==> src/rtl/timer_pkg.sv <==
package timer_pkg;

  // Control byte bit positions (software-visible, fixed)
  localparam int unsigned BIT_START = 0;
  localparam int unsigned BIT_ARM   = 1;
  localparam int unsigned BIT_FLAG  = 2;
  localparam int unsigned BIT_IEN   = 3;
  localparam int unsigned BIT_AUTO  = 4;
  localparam int unsigned BIT_LVL   = 5;
  localparam int unsigned BIT_PSEL  = 6;
  localparam int unsigned CTRL_W    = 8;

  typedef enum logic [1:0] {
    RA_CTRL   = 2'd0,
    RA_RELOAD = 2'd1,
    RA_COUNT  = 2'd2,
    RA_NONE   = 2'd3
  } reg_addr_e;

  typedef struct packed {
    logic psel;
    logic lvl;
    logic autold;
    logic ien;
    logic flag;
    logic arm;
  } ctrl_t;

endpackage

==> src/rtl/timer_regs.sv <==
module timer_regs
  import timer_pkg::*;
#(
  parameter int unsigned CNT_W = 16
) (
  input  logic             clk,
  input  logic             rst_n,
  input  logic             bus_sel,
  input  logic             bus_we,
  input  logic [1:0]       bus_addr,
  input  logic [CNT_W-1:0] bus_wdata,
  output logic [CNT_W-1:0] bus_rdata,
  input  logic [CNT_W-1:0] cnt_i,
  input  logic             ufp_i,
  output ctrl_t            ctrl_o,
  output logic [CNT_W-1:0] reload_o,
  output logic             start_o,
  output logic             stop_o,
  output logic             start_lvl_o,
  output logic             irq_o
);

  logic             wr_ctrl, wr_rld;
  ctrl_t            ctrl_q, ctrl_n;
  logic [CNT_W-1:0] rld_q, rld_n;
  logic [CTRL_W-1:0] ctrl_rd;
  logic [CNT_W-1:0]  ctrl_wide;

  assign wr_ctrl = bus_sel && bus_we && (reg_addr_e'(bus_addr) == RA_CTRL);
  assign wr_rld  = bus_sel && bus_we && (reg_addr_e'(bus_addr) == RA_RELOAD);

  assign start_o     = wr_ctrl && bus_wdata[BIT_START] && bus_wdata[BIT_ARM];
  assign stop_o      = wr_ctrl && !bus_wdata[BIT_ARM];
  assign start_lvl_o = bus_wdata[BIT_LVL];

  always_comb begin
    ctrl_n = ctrl_q;
    if (wr_ctrl) begin
      ctrl_n.arm    = bus_wdata[BIT_ARM];
      ctrl_n.ien    = bus_wdata[BIT_IEN];
      ctrl_n.autold = bus_wdata[BIT_AUTO];
      ctrl_n.lvl    = bus_wdata[BIT_LVL];
      ctrl_n.psel   = bus_wdata[BIT_PSEL];
      if (!bus_wdata[BIT_FLAG]) begin
        ctrl_n.flag = 1'b0;
      end
    end
    if (ufp_i) begin
      ctrl_n.flag = 1'b1;
    end
  end

  always_comb begin
    rld_n = rld_q;
    if (wr_rld) begin
      rld_n = bus_wdata;
    end
  end

  always_ff @(posedge clk or negedge rst_n) begin
    if (!rst_n) begin
      ctrl_q <= '0;
      rld_q  <= '0;
    end else begin
      ctrl_q <= ctrl_n;
      rld_q  <= rld_n;
    end
  end

  always_comb begin
    ctrl_rd           = '0;
    ctrl_rd[BIT_ARM]  = ctrl_q.arm;
    ctrl_rd[BIT_FLAG] = ctrl_q.flag;
    ctrl_rd[BIT_IEN]  = ctrl_q.ien;
    ctrl_rd[BIT_AUTO] = ctrl_q.autold;
    ctrl_rd[BIT_LVL]  = ctrl_q.lvl;
    ctrl_rd[BIT_PSEL] = ctrl_q.psel;
    ctrl_wide         = '0;
    ctrl_wide[CTRL_W-1:0] = ctrl_rd;
  end

  always_comb begin
    bus_rdata = '0;
    if (bus_sel) begin
      unique case (reg_addr_e'(bus_addr))
        RA_CTRL:   bus_rdata = ctrl_wide;
        RA_RELOAD: bus_rdata = rld_q;
        RA_COUNT:  bus_rdata = cnt_i;
        default:   bus_rdata = '0;
      endcase
    end
  end

  assign ctrl_o   = ctrl_q;
  assign reload_o = rld_q;
  assign irq_o    = ctrl_q.flag && ctrl_q.ien;

  // an underflow always leaves the flag set
  assert_flag_set_R8: assert property (@(posedge clk) disable iff (!rst_n)
    ufp_i |=> ctrl_q.flag);

  // writing 1 to the flag bit never clears it
  assert_flag_keep_R8: assert property (@(posedge clk) disable iff (!rst_n)
    (wr_ctrl && bus_wdata[BIT_FLAG] && ctrl_q.flag) |=> ctrl_q.flag);

  // request only while the flag is set
  assert_irq_flag_R9: assert property (@(posedge clk) disable iff (!rst_n)
    irq_o |-> (ctrl_q.flag && ctrl_q.ien));

endmodule

==> src/rtl/timer_core.sv <==
module timer_core #(
  parameter int unsigned CNT_W = 16
) (
  input  logic             clk,
  input  logic             rst_n,
  input  logic             tick_i,
  input  logic             start_i,
  input  logic             stop_i,
  input  logic             autold_i,
  input  logic [CNT_W-1:0] reload_i,
  output logic [CNT_W-1:0] cnt_o,
  output logic             running_o,
  output logic             ufp_o
);

  localparam logic [CNT_W-1:0] CNT_ZERO = '0;
  localparam logic [CNT_W-1:0] CNT_ONE  = CNT_W'(1);

  logic [CNT_W-1:0] cnt_q, cnt_n;
  logic             run_q, run_n;
  logic             step, at_zero, ufp;

  assign step    = run_q && tick_i && !start_i && !stop_i;
  assign at_zero = (cnt_q == CNT_ZERO);
  assign ufp     = step && at_zero;

  always_comb begin
    cnt_n = cnt_q;
    run_n = run_q;
    if (stop_i) begin
      run_n = 1'b0;
    end else if (start_i) begin
      cnt_n = reload_i;
      run_n = 1'b1;
    end else if (step) begin
      if (at_zero) begin
        if (autold_i) begin
          cnt_n = reload_i;
        end else begin
          cnt_n = cnt_q - CNT_ONE;
          run_n = 1'b0;
        end
      end else begin
        cnt_n = cnt_q - CNT_ONE;
      end
    end
  end

  always_ff @(posedge clk or negedge rst_n) begin
    if (!rst_n) begin
      cnt_q <= '0;
      run_q <= 1'b0;
    end else begin
      cnt_q <= cnt_n;
      run_q <= run_n;
    end
  end

  assign cnt_o     = cnt_q;
  assign running_o = run_q;
  assign ufp_o     = ufp;

  // a stop always halts the counter
  assert_stop_R4: assert property (@(posedge clk) disable iff (!rst_n)
    stop_i |=> !run_q);

  // a start loads the reload value and runs
  assert_start_R3: assert property (@(posedge clk) disable iff (!rst_n)
    start_i |=> (run_q && cnt_q == $past(reload_i)));

  // counting down by one per tick
  assert_dec_R5: assert property (@(posedge clk) disable iff (!rst_n)
    (step && !at_zero) |=> (cnt_q == $past(cnt_q) - CNT_ONE));

  // a stopped counter holds
  assert_hold_R5: assert property (@(posedge clk) disable iff (!rst_n)
    (!run_q && !start_i) |=> $stable(cnt_q));

  // single-shot ends at all ones, stopped
  assert_oneshot_R6: assert property (@(posedge clk) disable iff (!rst_n)
    (ufp && !autold_i) |=> (!run_q && cnt_q == '1));

  // auto-reload keeps running from the reload value
  assert_autold_R7: assert property (@(posedge clk) disable iff (!rst_n)
    (ufp && autold_i) |=> (run_q && cnt_q == $past(reload_i)));

endmodule

==> src/rtl/timer_outgen.sv <==
module timer_outgen (
  input  logic clk,
  input  logic rst_n,
  input  logic start_i,
  input  logic start_lvl_i,
  input  logic ufp_i,
  input  logic autold_i,
  input  logic lvl_i,
  input  logic running_i,
  output logic out_o
);

  logic tog_q, tog_n;
  logic pulse_lvl;

  always_comb begin
    tog_n = tog_q;
    if (start_i) begin
      tog_n = start_lvl_i;
    end else if (ufp_i && autold_i) begin
      tog_n = !tog_q;
    end
  end

  always_ff @(posedge clk or negedge rst_n) begin
    if (!rst_n) begin
      tog_q <= 1'b0;
    end else begin
      tog_q <= tog_n;
    end
  end

  assign pulse_lvl = running_i ? !lvl_i : lvl_i;
  assign out_o     = autold_i ? tog_q : pulse_lvl;

  // each auto-reload underflow inverts the square wave
  assert_toggle_R11: assert property (@(posedge clk) disable iff (!rst_n)
    (ufp_i && autold_i && !start_i) |=> (tog_q != $past(tog_q)));

  // start level taken from the written level bit
  assert_startlvl_R11: assert property (@(posedge clk) disable iff (!rst_n)
    start_i |=> (tog_q == $past(start_lvl_i)));

endmodule

==> src/rtl/reload_timer.sv <==
module reload_timer
  import timer_pkg::*;
#(
  parameter int unsigned CNT_W = 16   // must be at least 8
) (
  input  logic             clk,
  input  logic             rst_n,
  input  logic             bus_sel,
  input  logic             bus_we,
  input  logic [1:0]       bus_addr,
  input  logic [CNT_W-1:0] bus_wdata,
  output logic [CNT_W-1:0] bus_rdata,
  input  logic             tick_en,
  output logic             irq,
  output logic             tmr_out,
  output logic             pin_sel
);

  logic             rst_meta_q, rst_sync_q;
  ctrl_t            ctrl;
  logic [CNT_W-1:0] reload_val, cnt_val;
  logic             start, stop, start_lvl, ufp, running;

  always_ff @(posedge clk or negedge rst_n) begin
    if (!rst_n) begin
      rst_meta_q <= 1'b0;
      rst_sync_q <= 1'b0;
    end else begin
      rst_meta_q <= 1'b1;
      rst_sync_q <= rst_meta_q;
    end
  end

  timer_regs #(.CNT_W(CNT_W)) regs_i (
    .clk         (clk),
    .rst_n       (rst_sync_q),
    .bus_sel     (bus_sel),
    .bus_we      (bus_we),
    .bus_addr    (bus_addr),
    .bus_wdata   (bus_wdata),
    .bus_rdata   (bus_rdata),
    .cnt_i       (cnt_val),
    .ufp_i       (ufp),
    .ctrl_o      (ctrl),
    .reload_o    (reload_val),
    .start_o     (start),
    .stop_o      (stop),
    .start_lvl_o (start_lvl),
    .irq_o       (irq)
  );

  timer_core #(.CNT_W(CNT_W)) core_i (
    .clk       (clk),
    .rst_n     (rst_sync_q),
    .tick_i    (tick_en),
    .start_i   (start),
    .stop_i    (stop),
    .autold_i  (ctrl.autold),
    .reload_i  (reload_val),
    .cnt_o     (cnt_val),
    .running_o (running),
    .ufp_o     (ufp)
  );

  timer_outgen outgen_i (
    .clk         (clk),
    .rst_n       (rst_sync_q),
    .start_i     (start),
    .start_lvl_i (start_lvl),
    .ufp_i       (ufp),
    .autold_i    (ctrl.autold),
    .lvl_i       (ctrl.lvl),
    .running_i   (running),
    .out_o       (tmr_out)
  );

  assign pin_sel = ctrl.psel;

  // the counter never runs while disarmed
  assert_run_armed_R4: assert property (@(posedge clk) disable iff (!rst_sync_q)
    running |-> ctrl.arm);

  // single-shot output polarity while counting
  assert_level_R10: assert property (@(posedge clk) disable iff (!rst_sync_q)
    (running && !ctrl.autold) |-> (tmr_out != ctrl.lvl));

  // pin select follows the written bit
  assert_psel_R12: assert property (@(posedge clk) disable iff (!rst_sync_q)
    (bus_sel && bus_we && bus_addr == 2'd0) |=> (pin_sel == $past(bus_wdata[BIT_PSEL])));

endmodule

==> config.mk <==
export PLATFORM = sky130hd
export DESIGN_NAME = reload_timer
export DESIGN_NICKNAME = d
export VERILOG_FILES = /design/src/rtl/timer_pkg.sv /design/src/rtl/timer_regs.sv /design/src/rtl/timer_core.sv /design/src/rtl/timer_outgen.sv /design/src/rtl/reload_timer.sv
export SDC_FILE = /design/constraint.sdc
export NUM_CORES = 1
export LEC_CHECK = 0
export BUFFER_PORTS_ARGS = -buffer_cell sky130_fd_sc_hd__buf_2
export CORE_UTILIZATION = 45
export DETAILED_ROUTE_END_ITERATION = 6
export PLACE_DENSITY = 0.66
export REMOVE_ABC_BUFFERS = 1
export SETUP_SLACK_MARGIN = 0.2
export SLEW_MARGIN = 10
export SYNTH_ARGS = -nofsm -noshare
export SYNTH_HDL_FRONTEND = slang
export SYNTH_HIERARCHICAL = 1
export SYNTH_SLANG_ARGS = --single-unit
==> constraint.sdc <==
create_clock -name clk -period 2.49 [get_ports clk]
set_clock_uncertainty 0.1 [all_clocks]
set_input_delay 0.6225 -clock clk [delete_from_list [all_inputs] [get_ports clk]]
set_output_delay 0.6225 -clock clk [all_outputs]
set_load 0.03 [all_outputs]
==> impl_table.tex <==
\begin{tabular}{lr}
\hline
Metric & Value \\
\hline
\multicolumn{2}{l}{\textbf{Place}} \\
\quad \# placed instances & 379 \\
\quad Placer Congestion & 0.827 \\
\quad Final HPWL DP & 4530 um \\
\quad IO buf count & 41 \\
\quad Cell area reported after detailed placement & 2960 sq um \\
\multicolumn{2}{l}{\textbf{Logic synthesis}} \\
\quad Cell type with the largest total area after synthesis & sky130\_fd\_sc\_hd\_\_dfrtp\_1 \\
\quad Most numerous cell in the Yosys netlist & sky130\_fd\_sc\_hd\_\_dfrtp\_1 \\
\quad Summed instance area of the synthesized netlist & 2520 sq um \\
\quad EDFF count, synth & 0 \\
\quad Synth area leaders & sky130\_fd\_sc\_hd\_\_dfrtp\_1 (42\%), sky130\_fd\_sc\_hd\_\_mux2\_4 (6.0\%), sky130\_fd\_sc\_hd\_\_mux2\_2 (4.9\%) \\
\quad Post-synth ARST share & 100\% \\
\quad Yosys top cell area share & 41.7\% \\
\quad Mean instance size in the synthesized netlist & 10.0 sq um \\
\quad Primary flip-flop cell chosen by synthesis mapping & sky130\_fd\_sc\_hd\_\_dfrtp\_1 \\
\quad Distinct cell type count of the synthesized netlist & 50 \\
\quad Number of warnings issued by yosys & 6 \\
\quad Synthesized flop and latch total & 42 \\
\quad Commonest cells in the synthesized netlist & sky130\_fd\_sc\_hd\_\_dfrtp\_1 (42), sky130\_fd\_sc\_hd\_\_o21ai\_0 (19), sky130\_fd\_sc\_hd\_\_nand3\_1 (14), sky130\_fd\_sc\_hd\_\_nor2\_1 (14), sky130\_fd\_sc\_hd\_\_nand2\_1 (13) \\
\quad Sequential-to-total area share from yosys stat & 41.7\% \\
\quad Instance count of the mapped netlist & 252 \\
\multicolumn{2}{l}{\textbf{Timing}} \\
\quad Maximum achievable frequency & 0.433 GHz \\
\quad Number of pins with negative max-slew slack in the final report & 0 \\
\quad Unrepaired setup endpoints after global routing & yes \\
\quad Setup TNS & 0 ns \\
\quad Final Hold Viols & 0 \\
\quad Tightest slew margin relative to the limit & 59.9\% \\
\quad Final worst path period share & 92.8\% \\
\quad Final setup violation count & 0 \\
\quad Post-layout min period & 2.31 ns \\
\quad Slew at the pin closest to its max-slew limit & 0.600 ns \\
\multicolumn{2}{l}{\textbf{Setup path}} \\
\quad CP Data Arrival Time & 2.40 ns \\
\quad Logic depth of the worst register-to-register path & 7 \\
\quad Endpoint of the worst setup timing path & core\_i/cnt\_o[9]\$\_DFFE\_PN0P\_ \\
\quad Crit path buf inv count & 2 \\
\quad Critical Path Sink Type & flop \\
\quad Crit path launch & core\_i/cnt\_o[0]\$\_DFFE\_PN0P\_ \\
\quad Startpoint kind of the worst setup timing path & flop \\
\quad Endpoint of the worst register-to-register path & core\_i/cnt\_o[9]\$\_DFFE\_PN0P\_ \\
\quad Largest incremental delay on the critical path & 0.41 ns \\
\quad Cell with the largest stage delay on the worst path & sky130\_fd\_sc\_hd\_\_or3\_4 \\
\quad Critical path cell sequence & inv\_2 > ha\_2 > or3b\_4 > or3\_4 > o21ba\_4 > buf\_4 > a311o\_1 \\
\quad Top cell family by delay on the critical path & simple AND/OR/NAND/NOR gates \\
\quad Crit Reg-Reg Startpoint & core\_i/cnt\_o[0]\$\_DFFE\_PN0P\_ \\
\quad Crit path kind & reg2reg \\
\quad Total number of cells along the worst setup path & 7 \\
\quad Highest net fanout along the worst path & 4 \\
\quad Worst reg-to-reg setup slack & 0.18 ns \\
\quad Required time of the critical path & 2.58 ns \\
\multicolumn{2}{l}{\textbf{CTS}} \\
\quad Max clock buf depth & 2 \\
\quad Clock tree from TritonCTS & built \\
\quad Number of H-tree levels & 2 \\
\quad Root Driver & sky130\_fd\_sc\_hd\_\_clkbuf\_8 \\
\quad CTS sink cnt & 42 \\
\quad Clk pin slew, worst setup/hold paths & 0.09 ns \\
\quad Clock buffers created by TritonCTS & 5 \\
\quad Clock latency on the worst-skew pair & 0.30 ns \\
\multicolumn{2}{l}{\textbf{Detailed routing}} \\
\quad Per-cell via count in the routed design & 5.73 \\
\quad Post-route antenna net violation count & 0 \\
\quad Final wirelength & 6720 um \\
\quad Routed met2 length & 3120 um \\
\quad Post-route DRC & 0 \\
\quad DR iter-0 viols & 141 \\
\quad Uppermost metal layer occupied by signal nets & met4 \\
\quad Routed len/inst & 17.1 um \\
\quad Detailed-routing iteration count for the pre-antenna-repair pass & 4 \\
\quad Via Count & 2247 \\
\quad Met3 wire len & 468 um \\
\quad Sum of routed wire segments on met1 & 3070 um \\
\multicolumn{2}{l}{\textbf{Global route}} \\
\quad Total GRT Usage & 23.6\% \\
\quad Wire length of the first global-routing pass & 10700 um \\
\quad Remaining global-route overflow & 0 \\
\quad Number of global-route vias before repair & 2145 \\
\quad Largest net degree at the start of global routing & 41 \\
\quad Antenna violations before repair & 0 \\
\multicolumn{2}{l}{\textbf{Die}} \\
\quad Area of the core region & 5240 sq um \\
\quad Initial Util & 48.1\% \\
\quad I/O pin count & 42 \\
\quad Die extent in x & 76.8 um \\
\quad Die area & 5900 sq um \\
\quad Number of core rows & 26 \\
\quad Chip height & 76.8 um \\
\multicolumn{2}{l}{\textbf{Layout}} \\
\quad Filler-free cell count of the finished design & 392 \\
\quad Area overhead of the layout relative to synthesis & 26.9\% \\
\quad Total inserted antenna cells & 0 \\
\quad Nets & 345 \\
\quad Final std cell area, no fill & 3200 sq um \\
\quad Proportion of layout cells with a drive suffix above 1 & 39.4\% \\
\quad Layout Utilization & 61.0\% \\
\multicolumn{2}{l}{\textbf{Min path}} \\
\quad Path type of the worst min-delay path & reg2async \\
\multicolumn{2}{l}{\textbf{Run status}} \\
\quad Run status & complete, no violations \\
\multicolumn{2}{l}{\textbf{Power and ir drop}} \\
\quad Overall power after layout & 2.04 mW \\
\quad Total power divided by cell area & 637 nW/um\^{}2 \\
\quad Static leakage power & 1.44 nW \\
\quad Worst voltage drop across the vdd grid & 0.000448 V \\
\multicolumn{2}{l}{\textbf{Job}} \\
\quad Number of violations of the max-capacitance limit & 0 \\
\hline
\end{tabular}
-- power by group --
part | internal, mW | total, mW | switching, mW | leakage [nW]
clock | 0.197 | 0.456 | 0.258 | 0.0441
combinational | 0.326 | 0.650 | 0.324 | 0.883
sequential | 0.811 | 0.931 | 0.120 | 0.510
total | 1.33 | 2.04 | 0.702 | 1.44
-- timing repair --
| item | in CTS | in global routing |
|---|---|---|
| buffers inserted | 1 | 1 |
| gates cloned | 1 | 1 |
| hold buffers | 1 | 0 |
| endpoints found under the hold margin | 2 | 0 |
| gates resized for setup | 12 | 27 |
| endpoints found under the setup margin | 30 | 22 |
| pin swaps | 3 | 2 |
-- how the worst min path moves through the flow --
stage,end,slack (ns),depth (start not counted),from
after floorplan,rst_meta_q$_DFF_PN0_,0.23,0,rst_n
after global placement,regs_i/reload_o[14]$_DFFE_PN0P_,0.23,1,rst_sync_q$_DFF_PN0_
after detailed placement,regs_i/reload_o[14]$_DFFE_PN0P_,0.24,1,rst_sync_q$_DFF_PN0_
after CTS,regs_i/reload_o[14]$_DFFE_PN0P_,0.25,1,rst_sync_q$_DFF_PN0_
after global routing,rst_sync_q$_DFF_PN0_,0.27,0,rst_meta_q$_DFF_PN0_
final,regs_i/reload_o[14]$_DFFE_PN0P_,0.21,1,rst_sync_q$_DFF_PN0_
-- metal layers --
metal / track usage, % / up-vias
met2: 36.1 / 76
met1: 33.3 / 1091
li1: - / 1074
met3: 5.00 / 6
met4: 7.12 / 0
met5: 0 / -
-- sequential cells by signal, indices dropped and copies added, names as in the netlist --
signal            flops
regs_i/ctrl_o         6
rst_meta_q            1
core_i/cnt_o         16
outgen_i/tog_q        1
rst_sync_q            1
regs_i/reload_o      16
core_i/running_o      1
-- stage by stage --
| stage | hold WS (ns) | worst slack [ns] |
|---|---|---|
| 4_1_cts | 0.248 | 0.200 |
| 3_5_place_dp | 0.238 | -0.0558 |
| 3_3_place_gp | 0.231 | -0.0436 |
| 5_1_grt | 0.271 | 0.126 |
| 2_1_floorplan | 0.227 | -0.308 |
| 6_report | 0.213 | 0.180 |
-- worst reg2reg max path: cells and delay by family (launching register included) --
family | cells | cell delay, ns
AOI/OAI and AO/OA | 2 | 0.52
adders and majority gates | 1 | 0.18
DFF | 1 | 0.39
buffers and inverters | 2 | 0.21
and+or+nand+nor | 2 | 0.79
-- kinds of logic after synthesis --
group	synth area share (%)
simple gates	22.4
compound gates	15.9
flops	41.7
mux	14.4
buf+inv	4.52
fa+ha+maj	0.496
other cells	0.149
xor+xnor	0.348
-- layout by cell type (no fill, tap or decap), types with 4 or more instances in the layout --
cell type and n:
sky130_fd_sc_hd__a21oi_1 8, sky130_fd_sc_hd__a22oi_1 10, sky130_fd_sc_hd__and2_1 7, sky130_fd_sc_hd__buf_2 36
sky130_fd_sc_hd__buf_4 33, sky130_fd_sc_hd__buf_6 7, sky130_fd_sc_hd__clkbuf_8 5, sky130_fd_sc_hd__dfrtp_1 42
sky130_fd_sc_hd__mux2_2 11, sky130_fd_sc_hd__mux2_4 10, sky130_fd_sc_hd__mux2i_1 9, sky130_fd_sc_hd__nand2_1 13
sky130_fd_sc_hd__nand3_1 14, sky130_fd_sc_hd__nand3b_1 8, sky130_fd_sc_hd__nor2_1 13, sky130_fd_sc_hd__nor2b_1 10
sky130_fd_sc_hd__nor3_1 6, sky130_fd_sc_hd__nor4_1 5, sky130_fd_sc_hd__o21ai_0 15, sky130_fd_sc_hd__o311ai_0 4
-- area by class of cell --
cell class / instances / area [sq um]
multi-input cells: 190 / 1430
clock buffers: 5 / 68.8
fillers: 469 / 2040
repair buffers: 78 / 524
well taps: 70 / 87.6
inverters: 4 / 15.0
clock inverters: 3 / 21.3
flip-flops and latches: 42 / 1050
Note: power is estimated with default switching activity, not from simulation.
